`src/rtl/fir3_pkg.sv`:
```
package fir3_pkg;
    localparam int GAIN_BITS = 10;
    localparam int COEF_H0   = 3;
    localparam int COEF_H1   = 53;
    localparam int COEF_H2   = 583;
endpackage

```
`src/rtl/fir3_shiftadd_mcm.sv`:
```
module fir3_shiftadd_mcm #(
    parameter int W  = 12,
    parameter int OW = W + fir3_pkg::GAIN_BITS
) (
    input  logic signed [W-1:0]  x,
    output logic signed [OW-1:0] p_h0,
    output logic signed [OW-1:0] p_h1,
    output logic signed [OW-1:0] p_h2
);
    localparam int EXT = OW - W;

    logic signed [OW-1:0] xe;
    logic signed [OW-1:0] t3;
    logic signed [OW-1:0] t53;
    logic signed [OW-1:0] t583;

    assign xe = {{EXT{x[W-1]}}, x};

    // adder 1: x*3 = x + 2x
    assign t3   = xe + (xe <<< 1);
    // adders 2,3: x*53 = 16*(3x) + 4x + x  (reuses t3)
    assign t53  = (t3 <<< 4) + (xe <<< 2) + xe;
    // adders 4,5: x*583 = 8*(53x) + 2*(53x) + 53x  (reuses t53)
    assign t583 = (t53 <<< 3) + (t53 <<< 1) + t53;

    assign p_h0 = t3;
    assign p_h1 = t53;
    assign p_h2 = t583;

    always_comb begin
        assert_prod_h0_R7: assert (p_h0 == xe * fir3_pkg::COEF_H0);
        assert_prod_h1_R7: assert (p_h1 == xe * fir3_pkg::COEF_H1);
        assert_prod_h2_R7: assert (p_h2 == xe * fir3_pkg::COEF_H2);
    end
endmodule

```
`src/rtl/fir3_tdf_chain.sv`:
```
module fir3_tdf_chain #(
    parameter int OW = 22
) (
    input  logic                 clk,
    input  logic                 rst,
    input  logic                 vld,
    input  logic signed [OW-1:0] p_h0,
    input  logic signed [OW-1:0] p_h1,
    input  logic signed [OW-1:0] p_h2,
    output logic                 y_vld,
    output logic signed [OW-1:0] y
);
    logic signed [OW-1:0] tap_near;
    logic signed [OW-1:0] tap_far;

    always_ff @(posedge clk) begin
        if (rst) begin
            tap_near <= '0;
            tap_far  <= '0;
            y        <= '0;
            y_vld    <= 1'b0;
        end else begin
            y_vld <= vld;
            if (vld) begin
                y        <= p_h0 + tap_near;
                tap_near <= p_h1 + tap_far;
                tap_far  <= p_h2;
            end
        end
    end

    assert_hold_R5: assert property (@(posedge clk) disable iff (rst)
        !vld |=> ($stable(y) && $stable(tap_near) && $stable(tap_far)));
    assert_strobe_on_R4: assert property (@(posedge clk) disable iff (rst)
        vld |=> y_vld);
    assert_strobe_off_R4: assert property (@(posedge clk) disable iff (rst)
        !vld |=> !y_vld);
    assert_reset_R1: assert property (@(posedge clk)
        rst |=> (!y_vld && y == '0 && tap_near == '0 && tap_far == '0));
endmodule

```
`src/rtl/fir3_shiftadd.sv`:
```
module fir3_shiftadd #(
    parameter int W  = 12,
    parameter int OW = W + fir3_pkg::GAIN_BITS
) (
    input  logic                 clk,
    input  logic                 rst,
    input  logic                 in_valid,
    input  logic signed [W-1:0]  in_sample,
    output logic                 out_valid,
    output logic signed [OW-1:0] out_sample
);
    logic signed [OW-1:0] prod_h0;
    logic signed [OW-1:0] prod_h1;
    logic signed [OW-1:0] prod_h2;

    fir3_shiftadd_mcm #(.W(W), .OW(OW)) u_mcm (
        .x    (in_sample),
        .p_h0 (prod_h0),
        .p_h1 (prod_h1),
        .p_h2 (prod_h2)
    );

    fir3_tdf_chain #(.OW(OW)) u_chain (
        .clk   (clk),
        .rst   (rst),
        .vld   (in_valid),
        .p_h0  (prod_h0),
        .p_h1  (prod_h1),
        .p_h2  (prod_h2),
        .y_vld (out_valid),
        .y     (out_sample)
    );
endmodule

```
`config.mk`:
```
export PLATFORM = sky130hd
export DESIGN_NAME = fir3_shiftadd
export DESIGN_NICKNAME = d
export VERILOG_FILES = /design/src/rtl/fir3_pkg.sv /design/src/rtl/fir3_shiftadd_mcm.sv /design/src/rtl/fir3_tdf_chain.sv /design/src/rtl/fir3_shiftadd.sv
export SDC_FILE = /design/constraint.sdc
export NUM_CORES = 1
export LEC_CHECK = 0
export ABC_AREA = 0
export BUFFER_PORTS_ARGS = -buffer_cell sky130_fd_sc_hd__clkbuf_2
export CAP_MARGIN = 20
export CORE_UTILIZATION = 60
export DETAILED_ROUTE_END_ITERATION = 8
export GPL_TIMING_DRIVEN = 0
export PLACE_DENSITY = 0.84
export SLEW_MARGIN = 20
export SYNTH_ARGS = -nofsm -noshare
export SYNTH_HDL_FRONTEND = slang
export SYNTH_HIERARCHICAL = 1
export SYNTH_SLANG_ARGS = --single-unit
```
`constraint.sdc`:
```
create_clock -name clk -period 8.7 [get_ports clk]
set_input_delay 1.305 -clock clk [delete_from_list [all_inputs] [get_ports clk]]
set_output_delay 1.305 -clock clk [all_outputs]
set_load 0.02 [all_outputs]
```
==> metrics.csv, run 1 <==
stage,metric,value,unit
outcome,status,"complete, no violations",
cts,cts_buffers,9,
die,die-area,12900,µm²
synthesis,synth_edf_count,0,
critical_path,cp_max_fo,9,
global_route,grt_max_degree,17,
placement,placed_area,7830,µm²
placement,gp_congestion,0.930,
critical_path,reg2regPathDepth,10,
cells_and_area,nets,1074,
hold_path,min_to,u_chain/y[7],
die,coreArea,12100,µm²
critical_path,startpoint_type,primary input,
synthesis,synth_common_cells,"99 x ha_1, 83 x nor2_1, 68 x a21oi_1",
global_route,grtUsageTotal,29.3,%
cells_and_area,layout-drive-gt1-share,10.4,%
global_route,grt_pass1_wl,30.0,mm
cts,clk_latency,0.34,ns
drt,postRouteAntennaNets,0,
hold_path,holdPathStages,2,
synthesis,ys_warn_count,6,
global_route,antenna_found_initial,0,
sta,fin_skew,0.00522,ns
critical_path,cp.arrival,7.33,ns
sta,final_hold_viol_count,0,
sta,finalMaxSlewViolations,0,
cts,postCtsHoldBufs,0,
sta,setup_viol,0,
sta,layout_min_cycle_time,7.13,ns
critical_path,reg2reg_slack,6.07,ns
sta,fmax,0.140,GHz
synthesis,syn_area,7440,µm²
placement,port_buffers,35,
drt,wl,18.0,mm
hold_path,min_path_type,register to register,
cells_and_area,fillCellCount,979,
synthesis,synthArstFlopShare,0,%
critical_path,r2r_start,u_chain/tap_far[0],
synthesis,avgSynthCellArea,8.34,µm²
drt,wl_per_cell,16.2,µm
synthesis,synth_top_cell_by_area,dfxtp_1,
synthesis,ys.flop_type,dfxtp_1,
cells_and_area,syn2layout_area_growth,9.60,%
sta,worst_pin_slew,0.954,ns
placement,hpwl,14.0,mm
die,initial_core_util,61.7,%
critical_path,worstPathRequired,8.90,ns
drt,routed-via-count,6599,
sta,setup_tns,0,ns
synthesis,ys_ff_latch,67,
drt,drt_iter0_markers,577,
cts,clkSinkCount,67,
cts,htreeDepth,3,
synthesis,synth-seq-area-share,18.0,%
critical_path,path_class,primary input to register,
die,die_w,113,µm
sta,period_share,82.0,%
die,rows,40,
critical_path,reg2reg_to,u_chain/tap_near[14],
cts,ctsRootBufferMaster,clkbuf_16,
cts,cts_tree,built,
global_route,grt_pass1_vias,6299,
cts,cts_resized,0,
synthesis,synth_top_area_share,18.0,%
synthesis,syn-num-nets,1028,
cells_and_area,stdcell_area,8160,µm²
cells_and_area,antenna_cells,0,
sta,slew_headroom,36.4,%
die,chipHeight,113,µm
drt,drc_errors,0,
critical_path,worst_setup_path_end_kind,register,
cts,cts_buffer_depth,2,
job,drv_cap,0,
sta,rsz0062_at_grt,false,
synthesis,post-synth-top-count-cell,ha_1,
hold_path,hold_start,u_chain/y[7],
synthesis,syn_inst,892,
synthesis,synth_cell_types,81,
cts,cts_setup_buffers,0,
drt,vias_per_cell,5.94,
die,ioPinCount,38,
drt,first_pass_iters,6,
synthesis,synthTopCellsByArea,"dfxtp_1 18%, ha_1 17%, fa_1 5.9%",
global_route,grt_overflow,0,
cts,clk_pin_slew,0.05,ns
per-layer routing:
layer	routed length (µm)	track usage, %	up-vias
li1	-	-	3276
met1	8140	36.9	3078
met2	8290	49.3	199
met3	923	4.20	46
met4	627	13.9	0
met5	0	0	-
cell usage in the layout, fill, tap and decap left out, drive strengths merged, types with 16 or more instances in the layout:
cell type,instances
a21o,41
a21oi,73
buf,22
clkbuf,66
dfxtp,67
fa,22
ha,99
inv,68
mux2i,35
nand2,56
nand3,16
nor2,84
nor3,19
o21ai,34
xnor2,48
xor2,20
worst max-delay path, cell delays in order:
cell       delay, ns
clkbuf_2        0.20
ha_1            0.33
a21o_1          0.20
a21oi_1         0.23
o21bai_1        0.10
a21oi_1         0.22
o21ai_0         0.19
xor2_1          0.27
inv_1           0.09
fa_1            0.48
inv_1           0.04
ha_1            0.33
o21ai_0         0.16
a2bb2oi_1       0.22
o211a_4         0.27
nor4b_4         0.07
a211oi_4        0.40
inv_1           0.14
ha_1            0.31
ha_1            0.36
a21oi_1         0.15
o21ai_0         0.09
a31oi_1         0.24
o21ai_1         0.18
a31oi_1         0.29
xor3_1          0.26
mux2i_1         0.14
nor2_1          0.05
registers in the layout (all words and copies together), names as in the netlist:
register          cells
u_chain/tap_far      22
u_chain/tap_near     22
u_chain/y            22
u_chain/y_vld         1
metrics by stage:
stage	setup slack, ns	hold slack, ns	std cells	utilization [%]
floorplan	2.24	0.430	892	-
global placement	1.42	0.450	1095	64.9
detailed placement	1.28	0.453	1095	64.9
CTS	1.62	0.461	1111	67.6
global route	1.10	0.476	1111	67.6
finish	1.57	0.463	1111	67.6
cell type report:
| class | count | area, µm² | share of cell area, % |
|---|---|---|---|
| Buffer | 41 | 215 | 2.64 |
| Clock buffer | 12 | 256 | 3.14 |
| Clock inverter | 4 | 72.6 | 0.890 |
| Inverter | 69 | 259 | 3.18 |
| Multi-Input combinational cell | 715 | 5630 | 69.0 |
| Sequential cell | 67 | 1340 | 16.4 |
| Tap cell | 168 | 210 | 2.58 |
| Timing Repair Buffer | 35 | 175 | 2.15 |
cell families (layout without fill, tap and decap cells):
family | after synthesis | in the layout | synth area share [%]
AND/OR/NAND/NOR | 244 | 244 | 16.1
AO/OA/AOI/OAI | 243 | 243 | 23.2
adder cells (fa/ha/maj) | 121 | 121 | 22.6
buffers and inverters | 110 | 161 | 6.37
XOR/XNOR | 69 | 69 | 8.52
flip-flops | 67 | 67 | 18.0
multiplexers | 38 | 38 | 5.16
how the worst max path moves through the flow:
| stage | start | cells past startpoint | to |
|---|---|---|---|
| 2_1_floorplan | in_sample[1] | 27 | u_chain/tap_far[20] |
| 3_3_place_gp | in_sample[1] | 28 | u_chain/tap_far[21] |
| 3_5_place_dp | in_sample[0] | 28 | u_chain/tap_far[21] |
| 4_1_cts | in_sample[0] | 28 | u_chain/tap_far[21] |
| 5_1_grt | in_sample[0] | 28 | u_chain/tap_far[21] |
| 6_report | in_sample[0] | 28 | u_chain/tap_far[21] |
Power of run 1 is not shown: default switching activity piles up to over one toggle a cycle in this logic, so the estimate is an artifact.
==> run 2: changes to the inputs <==
==> constraint.sdc (replaced) <==
create_clock -name clk -period 7.16 [get_ports clk]
set_input_delay 1.074 -clock clk [delete_from_list [all_inputs] [get_ports clk]]
set_output_delay 1.074 -clock clk [all_outputs]
set_load 0.02 [all_outputs]
==> run 2 against run 1 <==
Effect of this change: first-iteration DRC count grew 8.0%; utilization grew 0.20 points; sequential share of layout area is essentially flat; sequential cell count is the same; final cell count grew 0.18%; critical path depth is the same; register-to-register slack lost 1.5 ns; count of clock-buffer cells in the layout is the same; worst hold slack gained 0.0051 ns; global-route usage is the same; worst setup slack lost 1.2 ns; clock skew is essentially flat.
==> metrics.csv, run 2 (synthesis results as in run 1) <==
stage,metric,value,unit,change
placement,hpwl,14.0,mm,unchanged
global_route,antenna_found_initial,0,,unchanged
cells_and_area,nets,1076,,+0.19%
sta,finalMaxSlewViolations,0,,unchanged
critical_path,worst_setup_path_end_kind,register,,
sta,rsz0062_at_grt,false,,
sta,setup_ws,0.379,ns,-1.19 ns
critical_path,cp_slowest_cell,fa_1,,
critical_path,path_class,primary input to register,,
cts,clkSinkCount,67,,unchanged
drt,drt_iter0_markers,623,,+8.0%
cells_and_area,layout-drive-gt1-share,10.8,%,+0.40 points
cells_and_area,stdcell_area,8180,µm²,+0.29%
job,drv_cap,0,,unchanged
cts,clk_pin_slew,0.05,ns,about the same
drt,postRouteAntennaNets,0,,unchanged
global_route,grt_overflow,0,,unchanged
outcome,status,"complete, no violations",,
cts,cts_tree,built,,
critical_path,cp_max_fo,9,,unchanged
sta,worst_pin_slew,0.956,ns,+0.00231 ns
die,die-area,12900,µm²,unchanged
cells_and_area,layout_commonest_cell,ha_1,,
cells_and_area,mostFrequentLayoutCells,"99 x ha_1, 82 x nor2_1, 68 x a21oi_1",,
placement,gp_congestion,0.930,,unchanged
placement,place_ws,-0.0293,ns,-1.31 ns
sta,layout_min_cycle_time,6.78,ns,
die,coreArea,12100,µm²,unchanged
global_route,grt_pass1_wl,30.0,mm,unchanged
critical_path,worstPathRequired,7.37,ns,-1.53 ns
sta,setup_tns,0,ns,unchanged
cts,htreeDepth,3,,unchanged
critical_path,cp_top_family,compound AO/OA/AOI/OAI gates,,
cts,clk_latency,0.34,ns,about the same
sta,slew_headroom,36.3,%,-0.15 points
die,chipHeight,113,µm,unchanged
die,rows,40,,unchanged
global_route,grtUsageTotal,29.3,%,unchanged
die,ioPinCount,38,,unchanged
placement,port_buffers,35,,unchanged
drt,drc_errors,0,,unchanged
critical_path,crit_buf_inv,4,,unchanged
cts,cts_buffer_depth,2,,unchanged
sta,fmax,0.147,GHz,
critical_path,cp_common_cell,ha_1,,
drt,vias_per_cell,5.94,,about the same
critical_path,cp.arrival,6.99,ns,-0.34 ns
drt,wl_per_cell,16.2,µm,about the same
critical_path,startpoint_type,primary input,,
global_route,grt_pass1_vias,6299,,unchanged
placement,placed_area,7830,µm²,unchanged
drt,routed-via-count,6616,,+0.26%
cells_and_area,syn2layout_area_growth,9.92,%,
cts,ctsRootBufferMaster,clkbuf_16,,
drt,wl,18.0,mm,+0.12%
cts,cts_buffers,9,,unchanged
drt,first_pass_iters,6,,unchanged
sta,fin_skew,0.00472,ns,-0.000497 ns
critical_path,max_stage_delay,0.48,ns,about the same
sta,setup_viol,0,,unchanged
hold_path,min_path_type,register to register,,
cells_and_area,largestRegisters,"u_chain/tap_far: 22 flops, u_chain/tap_near: 22 flops, u_chain/y: 22 flops",,
sta,final_hold_viol_count,0,,unchanged
sta,period_share,94.7,%,
die,die_w,113,µm,unchanged
cells_and_area,antenna_cells,0,,unchanged
die,initial_core_util,61.7,%,unchanged
global_route,grt_max_degree,17,,unchanged
[run 2: changes by cell type in the layout (fill, tap and decap cells not counted), sizes merged]
| cell | change |
|---|---|
| buf | +2 |
[run 2: worst paths after layout]
| path | start | end | slack, ns | cells past startpoint |
|---|---|---|---|---|
| max | in_sample[0] | u_chain/tap_far[20] | 0.38 | 28 |
| min reg2reg | u_chain/y[7] | u_chain/y[7] | 0.47 | 2 |
| max reg2reg | u_chain/tap_far[0] | u_chain/tap_near[14] | 4.53 | 10 |
| min | u_chain/y[7] | u_chain/y[7] | 0.47 | 2 |
[run 2: metrics by stage]
step                      hold WS (ns)  util, %  std cells
after detailed placement         0.453     64.9       1095
after global placement           0.450     64.9       1095
final                            0.468     67.8       1113
after CTS                        0.461     67.6       1111
after floorplan                  0.430        -        892
after global routing             0.476     67.8       1113
[run 2: repair_timing]
action	in CTS	in global routing
hold buffers	0	0
setup buffers	0	2
endpoints found under the setup margin	0	2
hold endpoints to repair	0	0
resized for setup	0	2
[run 2: area by class of cell]
type | count | area [µm²]
inverter | 69 | 259
clock inverter | 4 | 72.6
clock buffer | 12 | 256
fill | 975 | 3880
multi-input combinational | 715 | 5640
buffer | 41 | 215
timing repair buffer | 37 | 190
tap | 168 | 210
sequential | 67 | 1340
[run 2: worst register-to-register path, stage by stage (launching register included)]
cell       delay, ns
dfxtp_1         0.33
ha_1            0.17
inv_1           0.06
fa_1            0.41
nor2b_2         0.21
o2111ai_2       0.16
a311oi_2        0.43
o21bai_1        0.18
a21oi_1         0.19
o21ai_0         0.11
a32o_1          0.27
[run 2: layer usage]
layer / GRT usage [%] / part of all wire [%] / vias up
met3: 4.20 / 4.9 / 38
met4: 13.9 / 2.8 / 0
met2: 49.3 / 47 / 196
met5: 0 / 0 / -
met1: 36.9 / 46 / 3100
li1: - / - / 3282
Power of run 2 is left out for the same reason.
==> run 3: changes to the inputs <==
--- a/config.mk
+++ b/config.mk
@@ -8,7 +8,9 @@
 export ABC_AREA = 0
 export BUFFER_PORTS_ARGS = -buffer_cell sky130_fd_sc_hd__clkbuf_2
 export CAP_MARGIN = 20
+export CORE_MARGIN = 2
 export CORE_UTILIZATION = 60
+export CTS_BUF_LIST = sky130_fd_sc_hd__clkbuf_8
 export DETAILED_ROUTE_END_ITERATION = 8
 export GPL_TIMING_DRIVEN = 0
 export PLACE_DENSITY = 0.84
==> constraint.sdc (replaced) <==
create_clock -name clk -period 7.16 [get_ports clk]
set_input_delay 0 -clock clk [delete_from_list [all_inputs] [get_ports clk]]
set_output_delay 0 -clock clk [all_outputs]
set_load 0.02 [all_outputs]
==> run 3 against run 2 <==
Effect of this change: non-clock buffer count is 2 lower; routed wire length down 2.0%; die area up 3.6%; count of clock-buffer cells in the layout shrank 3; via count down 0.82%; utilization decreased by 0.73 points; register-to-register slack hardly changed; highest routed layer unchanged.
==> metrics.csv, run 3 (synthesis results as in run 1) <==
stage,metric,value,unit,change
cts,cts_buffer_depth,2,,unchanged
critical_path,worstPathRequired,7.39,ns,+0.02 ns
cts,cts_buffers,9,,unchanged
cts,ctsRootBufferMaster,clkbuf_8,,
global_route,met3_usage,3.06,%,-1.1 points
cells_and_area,stdcell_area,8090,µm²,-1.1%
critical_path,reg2regPathDepth,10,,unchanged
critical_path,cp_max_fo,7,,-2
placement,hpwl,13.6,mm,-3.0%
critical_path,cp_top_family,compound AO/OA/AOI/OAI gates,,
die,initial_core_util,61.7,%,unchanged
sta,setup_viol,0,,unchanged
sta,fin_skew,0.0120,ns,+0.00727 ns
die,coreArea,12100,µm²,unchanged
critical_path,path_class,primary input to register,,
job,drv_cap,0,,unchanged
global_route,antenna_found_initial,0,,unchanged
drt,drt_iter0_markers,674,,+8.2%
cts,htreeDepth,3,,unchanged
sta,period_share,80.2,%,-15 points
sta,worst_pin_slew,0.976,ns,+0.0198 ns
critical_path,reg2reg_to,u_chain/tap_near[14],,
drt,first_pass_iters,7,,+1
placement,place_ws,1.13,ns,+1.16 ns
cells_and_area,fillCellCount,975,,unchanged
sta,rsz0062_at_grt,false,,
die,ioPinCount,38,,unchanged
drt,postRouteAntennaNets,0,,unchanged
critical_path,worst_setup_path_end_kind,register,,
sta,slew_headroom,34.9,%,-1.3 points
drt,routed-via-count,6562,,-0.82%
drt,drc_errors,0,,unchanged
drt,wl_per_cell,15.9,µm,-1.8%
critical_path,r2r_start,u_chain/tap_far[0],,
cells_and_area,layout-drive-gt1-share,10.4,%,-0.40 points
hold_path,holdPathStages,4,,+2
critical_path,cp_slowest_cell,fa_1,,
sta,setup_ws,1.42,ns,+1.04 ns
sta,setup_tns,0,ns,unchanged
cts,clkSinkCount,67,,unchanged
sta,fmax,0.174,GHz,+18%
hold_path,min_path_type,primary input to register,,
global_route,use_met2,48.0,%,-1.3 points
critical_path,cp.arrival,5.97,ns,-1.02 ns
sta,layout_min_cycle_time,5.74,ns,-1.04 ns
cts,clk_latency,0.37,ns,+0.03 ns
global_route,grt_overflow,0,,unchanged
outcome,status,"complete, no violations",,
placement,placed_area,7830,µm²,unchanged
cts,postCtsHoldBufs,0,,unchanged
die,die-area,13300,µm²,+3.6%
global_route,grt_pass1_wl,29.7,mm,-0.94%
drt,wl,17.6,mm,-2.0%
drt,vias_per_cell,5.91,,-0.64%
critical_path,crit_buf_inv,4,,unchanged
cells_and_area,layout_commonest_cell,ha_1,,
cells_and_area,final_util,67.1,%,-0.73 points
global_route,top_usage_layer,met2,,
die,die_w,115,µm,+1.8%
critical_path,max_stage_delay,0.49,ns,about the same
die,rows,40,,unchanged
global_route,grtUsageTotal,27.8,%,-1.4 points
cts,cts_resized,0,,unchanged
cts,cts_setup_buffers,0,,unchanged
global_route,grt_max_degree,17,,unchanged
global_route,grt_pass1_vias,6303,,+0.064%
cells_and_area,syn2layout_area_growth,8.74,%,
sta,finalMaxSlewViolations,0,,unchanged
cells_and_area,largestRegisters,"u_chain/tap_far: 22 flops, u_chain/tap_near: 22 flops, u_chain/y: 22 flops",,
cells_and_area,antenna_cells,0,,unchanged
hold_path,min_to,u_chain/y[7],,
global_route,grt_use_met1,35.8,%,-1.1 points
cells_and_area,mostFrequentLayoutCells,"99 x ha_1, 83 x nor2_1, 68 x a21oi_1",,
critical_path,reg2reg_slack,4.52,ns,about the same
cts,clk_pin_slew,0.07,ns,+0.02 ns
critical_path,startpoint_type,primary input,,
hold_path,hold_start,in_valid,,
die,chipHeight,115,µm,+1.8%
sta,final_hold_viol_count,0,,unchanged
cts,cts_tree,built,,
cells_and_area,nets,1074,,-0.19%
placement,port_buffers,35,,unchanged
placement,gp_congestion,0.892,,-4.1%
critical_path,cp_common_cell,ha_1,,
[run 3: cell types whose count changed in the layout (fill, tap and decap cells not counted), moves of 2 or more]
cell,before,now
clkbuf_8,2,9
clkinv_4,0,2
clkbuf_16,9,0
buf_4,18,16
bufinv_16,2,4
[run 3: metal layers]
metal	up-vias	part of all wire, %
li1	3287	-
met1	3070	46
met2	172	47
met3	33	4.1
met4	0	2.5
met5	-	0
[run 3: worst max-delay path by stage]
stage,start,to,slack (ns),depth (start not counted)
3_5_place_dp,in_sample[1],u_chain/tap_far[21],1.13,28
2_1_floorplan,in_sample[1],u_chain/tap_far[20],2.01,27
4_1_cts,in_sample[1],u_chain/tap_far[21],1.50,28
3_3_place_gp,in_sample[1],u_chain/tap_far[21],1.21,28
5_1_grt,in_sample[0],u_chain/tap_far[21],1.05,25
6_report,in_sample[1],u_chain/tap_far[21],1.42,28
[run 3: per-stage QoR]
step / instances / hold WS (ns)
floorplan: 892 / 0.229
global placement: 1095 / 0.417
detailed placement: 1095 / 0.421
CTS: 1111 / 0.150
global route: 1111 / 0.195
finish: 1111 / 0.156
[run 3: worst reg2reg max path, stage by stage (launching register included)]
cell	delay (ns)
dfxtp_1	0.33
ha_1	0.16
inv_1	0.05
fa_1	0.41
nor2b_2	0.20
o2111ai_2	0.16
a311oi_2	0.41
o21bai_1	0.18
a21oi_1	0.23
o21ai_0	0.13
a32o_1	0.27
[run 3: final cells by class]
type	count	area [µm²]	area share [%]
Timing Repair Buffer	35	175	2.16
Buffer	41	215	2.66
Clock inverter	7	141	1.75
Multi-Input combinational cell	715	5630	69.5
Inverter	69	259	3.20
Clock buffer	9	124	1.53
Tap cell	168	210	2.60
Sequential cell	67	1340	16.6
Power of run 3 is left out for the same reason.
